[config.mk]
export PLATFORM = sky130hd
export DESIGN_NAME = dbuf_dma_ctr
export DESIGN_NICKNAME = d
export VERILOG_FILES = /design/src/rtl/dbuf_dma_pkg.sv /design/src/rtl/dbuf_lw_counter.sv /design/src/rtl/dbuf_addr_gen.sv /design/src/rtl/dbuf_irq.sv /design/src/rtl/dbuf_dma_ctr.sv
export SDC_FILE = /design/constraint.sdc
export NUM_CORES = 1
export LEC_CHECK = 0
export BUFFER_PORTS_ARGS = -buffer_cell sky130_fd_sc_hd__buf_2
export CORE_ASPECT_RATIO = 0.8
export CORE_UTILIZATION = 35
export DETAILED_ROUTE_END_ITERATION = 16
export GPL_TIMING_DRIVEN = 0
export SLEW_MARGIN = 20
export SYNTH_ARGS = -nofsm -noshare
export SYNTH_HDL_FRONTEND = slang
export SYNTH_SLANG_ARGS = --single-unit
[constraint.sdc]
create_clock -name clk_i -period 2.72 [get_ports clk_i]
set_clock_uncertainty 0.05 [all_clocks]
set_input_delay 0.272 -clock clk_i [delete_from_list [all_inputs] [get_ports clk_i]]
set_output_delay 0.272 -clock clk_i [all_outputs]
set_load 0.02 [all_outputs]
[src/rtl/dbuf_dma_pkg.sv]
package dbuf_dma_pkg;
  typedef enum logic [1:0] {
    SEL_LEN  = 2'd0,
    SEL_BASE = 2'd1,
    SEL_CTRL = 2'd2,
    SEL_CLR  = 2'd3
  } wr_sel_e;

  localparam int unsigned CTL_RUN = 0;
  localparam int unsigned CTL_RLD = 1;
  localparam int unsigned CTL_HIE = 2;
  localparam int unsigned CTL_AIE = 3;
endpackage

[src/rtl/dbuf_lw_counter.sv]
module dbuf_lw_counter #(
  parameter int unsigned CNT_W = 14
) (
  input  logic             clk_i,
  input  logic             rst_ni,
  input  logic             load_i,
  input  logic             step_i,
  input  logic [CNT_W-1:0] len_i,
  output logic             half_o,
  output logic             last_o
);
  logic [CNT_W-1:0] total_q, cnt_q, cnt_nxt;
  logic [CNT_W:0]   half_at;

  assign cnt_nxt = cnt_q + {{(CNT_W-1){1'b0}}, 1'b1};
  // midpoint rounds up: ceil(L/2)
  assign half_at = ({1'b0, total_q} + {{CNT_W{1'b0}}, 1'b1}) >> 1;
  assign last_o  = step_i && (cnt_nxt == total_q);
  assign half_o  = step_i && (total_q != {{(CNT_W-1){1'b0}}, 1'b1}) &&
                   ({1'b0, cnt_nxt} == half_at);

  always_ff @(posedge clk_i or negedge rst_ni) begin
    if (!rst_ni) begin
      total_q <= '0;
      cnt_q   <= '0;
    end else if (load_i || last_o) begin
      total_q <= len_i;  // length shadow refreshed only at pass start
      cnt_q   <= '0;
    end else if (step_i) begin
      cnt_q   <= cnt_nxt;
    end
  end

  // mid and end events never coincide
  p_half_all_excl_r5: assert property (@(posedge clk_i) disable iff (!rst_ni)
    !(half_o && last_o));

  // count stays inside the pass
  p_cnt_in_range_r6: assert property (@(posedge clk_i) disable iff (!rst_ni)
    (total_q != '0) |-> (cnt_q < total_q));
endmodule

[src/rtl/dbuf_addr_gen.sv]
module dbuf_addr_gen #(
  parameter int unsigned ADDR_W = 32
) (
  input  logic              clk_i,
  input  logic              rst_ni,
  input  logic              load_i,
  input  logic              step_i,
  input  logic              wrap_i,
  input  logic [ADDR_W-1:0] base_i,
  output logic [ADDR_W-1:0] addr_o
);
  localparam logic [ADDR_W-1:0] LW_BYTES = ADDR_W'(4);

  always_ff @(posedge clk_i or negedge rst_ni) begin
    if (!rst_ni)                addr_o <= '0;
    else if (load_i || wrap_i)  addr_o <= base_i;
    else if (step_i)            addr_o <= addr_o + LW_BYTES;
  end

  p_addr_step_r3: assert property (@(posedge clk_i) disable iff (!rst_ni)
    step_i && !wrap_i && !load_i |=> addr_o == $past(addr_o) + LW_BYTES);

  p_addr_wrap_r7: assert property (@(posedge clk_i) disable iff (!rst_ni)
    wrap_i |=> addr_o == $past(base_i));
endmodule

[src/rtl/dbuf_irq.sv]
module dbuf_irq (
  input  logic       clk_i,
  input  logic       rst_ni,
  input  logic [1:0] set_i,
  input  logic [1:0] clr_i,
  input  logic [1:0] ie_i,
  output logic [1:0] sts_o,
  output logic [1:0] irq_o
);
  always_ff @(posedge clk_i or negedge rst_ni) begin
    if (!rst_ni) sts_o <= '0;
    else         sts_o <= (sts_o & ~clr_i) | set_i;  // set beats clear
  end

  assign irq_o = sts_o & ie_i;

  p_sticky_half_r9: assert property (@(posedge clk_i) disable iff (!rst_ni)
    sts_o[0] && !clr_i[0] |=> sts_o[0]);

  p_sticky_all_r9: assert property (@(posedge clk_i) disable iff (!rst_ni)
    sts_o[1] && !clr_i[1] |=> sts_o[1]);

  p_set_wins_r9: assert property (@(posedge clk_i) disable iff (!rst_ni)
    set_i[1] |=> sts_o[1]);
endmodule

[src/rtl/dbuf_dma_ctr.sv]
module dbuf_dma_ctr
  import dbuf_dma_pkg::*;
#(
  parameter int unsigned ADDR_W = 32,
  parameter int unsigned CNT_W  = 14
) (
  input  logic              clk_i,
  input  logic              rst_ni,
  input  logic              wr_en_i,
  input  logic [1:0]        wr_sel_i,
  input  logic [ADDR_W-1:0] wr_data_i,
  input  logic              xfer_done_i,
  output logic [ADDR_W-1:0] addr_o,
  output logic              run_o,
  output logic [1:0]        sts_o,
  output logic              irq_half_o,
  output logic              irq_all_o
);
  logic [CNT_W-1:0]  len_q;
  logic [ADDR_W-1:0] base_q;
  logic              run_q, rld_q, hie_q, aie_q;
  logic              ctl_wr, clr_wr, load, step, half_evt, last_evt;
  logic [1:0]        irq;

  assign ctl_wr = wr_en_i && (wr_sel_e'(wr_sel_i) == SEL_CTRL);
  assign clr_wr = wr_en_i && (wr_sel_e'(wr_sel_i) == SEL_CLR);
  assign load   = ctl_wr && wr_data_i[CTL_RUN] && !run_q;
  assign step   = xfer_done_i && run_q;

  always_ff @(posedge clk_i or negedge rst_ni) begin
    if (!rst_ni) begin
      len_q  <= '0;
      base_q <= '0;
      run_q  <= 1'b0;
      rld_q  <= 1'b0;
      hie_q  <= 1'b0;
      aie_q  <= 1'b0;
    end else begin
      if (wr_en_i && wr_sel_e'(wr_sel_i) == SEL_LEN)
        len_q <= wr_data_i[CNT_W+1:2];
      if (wr_en_i && wr_sel_e'(wr_sel_i) == SEL_BASE)
        base_q <= {wr_data_i[ADDR_W-1:2], 2'b00};
      if (ctl_wr) begin
        run_q <= wr_data_i[CTL_RUN];
        rld_q <= wr_data_i[CTL_RLD];
        hie_q <= wr_data_i[CTL_HIE];
        aie_q <= wr_data_i[CTL_AIE];
      end else if (last_evt && !rld_q) begin
        run_q <= 1'b0;
      end
    end
  end

  dbuf_lw_counter #(.CNT_W(CNT_W)) u_cnt (
    .clk_i  (clk_i),
    .rst_ni (rst_ni),
    .load_i (load),
    .step_i (step),
    .len_i  (len_q),
    .half_o (half_evt),
    .last_o (last_evt)
  );

  dbuf_addr_gen #(.ADDR_W(ADDR_W)) u_addr (
    .clk_i  (clk_i),
    .rst_ni (rst_ni),
    .load_i (load),
    .step_i (step),
    .wrap_i (last_evt),
    .base_i (base_q),
    .addr_o (addr_o)
  );

  dbuf_irq u_irq (
    .clk_i  (clk_i),
    .rst_ni (rst_ni),
    .set_i  ({last_evt, half_evt}),
    .clr_i  (clr_wr ? wr_data_i[1:0] : 2'b00),
    .ie_i   ({aie_q, hie_q}),
    .sts_o  (sts_o),
    .irq_o  (irq)
  );

  assign run_o      = run_q;
  assign irq_half_o = irq[0];
  assign irq_all_o  = irq[1];

  p_stop_r8: assert property (@(posedge clk_i) disable iff (!rst_ni)
    last_evt && !rld_q && !ctl_wr |=> !run_o);

  p_reload_run_r7: assert property (@(posedge clk_i) disable iff (!rst_ni)
    last_evt && rld_q && !ctl_wr |=> run_o);

  p_idle_hold_r3: assert property (@(posedge clk_i) disable iff (!rst_ni)
    !run_q && !wr_en_i |=> $stable(addr_o));
endmodule

==> results.py <==
metrics = {
    "run_status": {
        "status": "complete, but fails checks",
        "violations": "negative setup slack",
    },
    "floorplan": {
        "dieArea_um2": 18000,
        "start_util_pct": 36.4,
        "fp.dieW_um": 150,
        "core-area_um2": 16800,
        "rows": 42,
        "io_pins": 75,
        "dieHeight_um": 120,
    },
    "yosys": {
        "yosys.area_share.simple_pct": 20.8,
        "syn_inst": 629,
        "synthXorXnorAreaFrac_pct": 8.18,
        "synth_compound_gate_area_share_pct": 12.4,
        "synthesis.area_um2": 6120,
        "yosys_most_used_dff": "dfrtp_1",
        "synth_edf_count": 0,
        "syn_avg_cell_area_um2": 9.72,
        "ys_types": 64,
        "synth_adder_area_share_pct": 0.818,
        "async_reset_ff_share_pct": 100,
        "synth_seq_cells": 108,
        "synth_top_family_by_area": "simple AND/OR/NAND/NOR gates",
        "seq_area_frac_synth_pct": 44.2,
        "synth_warnings": 0,
        "synthMuxAreaShare_pct": 9.14,
    },
    "sta": {
        "period_minus_slack_ns": 2.81,
        "setup_viol": 19,
        "hold_viol": 0,
        "fin_crit_sh_pct": 103,
        "maxSlewHeadroom_pct": 44.0,
        "worst_slack_ns": -0.0883,
        "fmax_ghz": 0.356,
        "rsz0062_at_grt": "yes",
        "worst_slew_pin_slew_ns": 0.840,
        "slew_viol_final": 0,
    },
    "global_route": {
        "track_usage_pct": 21.2,
        "antenna_found_initial": 0,
        "grt_max_degree": 83,
        "overflow": 0,
        "grt_pass1_wl_mm": 29.2,
        "grt_pass1_vias": 5338,
    },
    "routing": {
        "dr_wl_met2_mm": 8.71,
        "routed_wl_mm": 19.2,
        "remaining_drc_errors": 0,
        "dr.max_layer_used": "met4",
        "drt_iter0_markers": 446,
        "met3_length_mm": 1.62,
        "wire_per_inst_um": 19.8,
        "m1WireLength_mm": 8.34,
        "viasPerCell": 5.78,
        "ant_nets": 0,
        "drt-pass1-iter-count": 5,
        "via_count": 5607,
    },
    "power": {
        "p_per_area_nw_per_um2": 720,
        "power_leakage_nw": 3.32,
        "power_mw": 5.69,
        "ir_worst_vdd_mv": 0.482,
    },
    "critical_path": {
        "end_kind": "register",
        "crit_buf_inv": 3,
        "worstPathCellList": "buf_6 > and4_4 > buf_6 > nand4_1 > xnor2_2 > a2111oi_2 > and4_1 > buf_6 > nor4_1 > a41o_1 > a311o_1",
        "critPathMaxFanout": 8,
        "cp_slowest_cell": "dfrtp_1",
        "cpPeakStageDelay_ns": 0.34,
        "cp.required_ns": 2.91,
        "cp_common_cell": "buf_6",
        "crit_family": "compound AO/OA/AOI/OAI gates",
        "crit_path_start_kind": "register",
        "critPathKind": "reg2reg",
        "worstPathArrival_ns": 3.00,
    },
    "cells_and_area": {
        "nNetsFinal": 788,
        "n_antenna_cell": 0,
        "post-route-util_pct": 47.0,
        "drive_gt1_share_pct": 34.7,
        "fillCellCount": 1565,
        "area_growth_pct": 29.2,
    },
    "clock_network": {
        "root_buffer": "clkbuf_16",
        "clk_pin_slew_worst_paths_ns": 0.08,
        "cts_tree": "yes",
        "clockBufferDepth": 2,
        "cts_max_level": 3,
        "numClockSinks": 108,
        "clk_latency_ns": 0.36,
        "cts_made_buffers": 9,
    },
    "min_path": {
        "hp-class": "in2reg",
    },
    "place": {
        "place.gp.congestion": 0.957,
        "portBuffers": 72,
        "dpl.hpwl_mm": 13.3,
    },
    "run": {
        "max-cap-violations": 0,
    },
}
[Yosys cell counts (3+ instances only)]
cell	n	share of area, %
buf_2	12	0.98
clkbuf_1	23	1.4
a2111oi_0	3	0.43
o21ai_0	23	1.9
nand3_1	29	2.4
or4_1	3	0.37
xor2_1	14	2.0
o32ai_1	9	1.3
dfrtp_1	108	44
nor4_1	13	1.3
nor3_1	19	1.6
inv_1	13	0.80
and4_1	7	1.0
buf_4	4	0.49
mux2i_1	3	0.49
buf_6	4	0.74
a31oi_1	8	0.82
nor3_2	3	0.49
xnor2_1	38	5.4
mux2_2	47	8.7
and3_1	16	1.6
nor2_1	33	2.0
a311o_1	3	0.49
o22ai_1	12	1.2
ha_1	4	0.82
nand4_1	18	1.8
or3_1	4	0.41
nand2_1	78	4.8
a21oi_1	21	1.7
a311oi_1	3	0.43
and2_1	8	0.82
o22a_1	4	0.57
nor4b_1	3	0.43
[power breakdown]
| group | internal, mW | switching (mW) | leakage (nW) |
|---|---|---|---|
| Clock | 0.655 | 0.628 | 0.141 |
| Combinational | 0.953 | 1.10 | 1.88 |
| Sequential | 1.94 | 0.411 | 1.30 |
[kinds of logic after synthesis]
| group | Yosys count |
|---|---|
| other cells | 1 |
| mux | 50 |
| flops | 108 |
| compound gates | 110 |
| xor+xnor | 54 |
| buf+inv | 56 |
| simple gates | 246 |
| fa+ha+maj | 4 |
[worst paths after layout]
kind                                             from                             to  slack (ns)  cells past startpoint
hold / removal                          wr_data_i[18]         base_q[18]$_DFFE_PN0P_        0.09                      2
hold reg to reg                  len_q[2]$_DFFE_PN0P_   u_cnt.total_q[2]$_DFFE_PN0P_        0.42                      2
setup reg to reg           u_cnt.cnt_q[4]$_DFFE_PN0N_  u_addr.addr_o[31]$_DFFE_PN0N_       -0.09                     11
max in group asynchronous                      rst_ni     u_cnt.cnt_q[6]$_DFFE_PN0N_        1.66                      3
setup / recovery           u_cnt.cnt_q[4]$_DFFE_PN0N_  u_addr.addr_o[31]$_DFFE_PN0N_       -0.09                     11
min in group asynchronous                      rst_ni         base_q[27]$_DFFE_PN0P_        0.28                      2
[layer usage]
| layer | global-route usage [%] | vias to the layer above |
|---|---|---|
| li1 | - | 2523 |
| met3 | 5.47 | 49 |
| met2 | 31.9 | 265 |
| met1 | 29.8 | 2770 |
| met4 | 6.69 | 0 |
| met5 | 0 | - |
[cell usage in the layout, fill, tap and decap left out, drive strengths merged, types with 2 or more instances in the layout]
| cell type | netlist | layout |
|---|---|---|
| or3 | 5 | 5 |
| xnor2 | 38 | 38 |
| clkbuf | 23 | 30 |
| a311o | 3 | 3 |
| a211oi | 2 | 2 |
| xnor3 | 2 | 2 |
| nand3 | 30 | 30 |
| clkinv | 0 | 2 |
| o41ai | 2 | 2 |
| nor4 | 13 | 13 |
| o21a | 2 | 2 |
| buf | 20 | 127 |
| nor2b | 2 | 2 |
| a21oi | 21 | 21 |
| nand3b | 2 | 2 |
| o22a | 4 | 4 |
| mux2i | 3 | 3 |
| a311oi | 3 | 3 |
| inv | 13 | 15 |
| or4 | 3 | 3 |
| nand2 | 78 | 78 |
| o32ai | 9 | 9 |
| o21ai | 23 | 23 |
| a2111oi | 4 | 4 |
| nor3 | 22 | 22 |
| ha | 4 | 4 |
| nor4b | 3 | 3 |
| and3 | 17 | 17 |
| and4 | 8 | 8 |
| and2 | 8 | 8 |
| nor2 | 35 | 35 |
| a31oi | 8 | 8 |
| mux2 | 47 | 47 |
| o22ai | 12 | 12 |
| o221a | 2 | 2 |
| nand4 | 18 | 18 |
| a31o | 3 | 3 |
| xor2 | 14 | 14 |
| conb | 1 | 2 |
| dfrtp | 108 | 108 |
[repair_timing]
item / CTS / global route
pin swaps: 10 / 19
resized for setup: 43 / 85
buffers inserted: 17 / 15
setup endpoints to repair: 60 / 54
hold buffers: 1 / 0
gates cloned: 0 / 2
hold endpoints to repair: 26 / 0
[through the flow]
| step | hold WS (ns) | cell area (um2) | TNS, ns | setup slack, ns | cells |
|---|---|---|---|---|---|
| after detailed placement | 0.104 | 6790 | -19.11 | -0.422 | 923 |
| after global placement | 0.402 | 6760 | -15.72 | -0.334 | 922 |
| after CTS | 0.0882 | 7370 | -0.00119 | -0.00119 | 955 |
| after global routing | 0.0881 | 7900 | -3.08 | -0.147 | 970 |
| final | 0.0868 | 7900 | -0.745 | -0.0883 | 970 |
| after floorplan | -0.0736 | 6120 | 0 | 0.0851 | 630 |
[sequential cells by signal, summed over array words and instances, names as in the netlist]
name	flops
base_q	30
u_addr.addr_o	30
len_q	14
u_cnt.cnt_q	14
u_cnt.total_q	14
u_irq.sts_o	2
aie_q	1
hie_q	1
rld_q	1
run_o	1
[area by class of cell]
| cell class | count | area, um2 | area share, % |
|---|---|---|---|
| multi-input cells | 466 | 3570 | 45.2 |
| flip-flops and latches | 108 | 2710 | 34.3 |
| repair buffers | 108 | 712 | 9.01 |
| plain buffers | 40 | 302 | 3.82 |
| well taps | 220 | 275 | 3.48 |
| clock buffers | 10 | 239 | 3.02 |
| inverters | 13 | 52.6 | 0.665 |
| clock inverters | 5 | 42.5 | 0.538 |
Power figures use the tool's default switching activity.
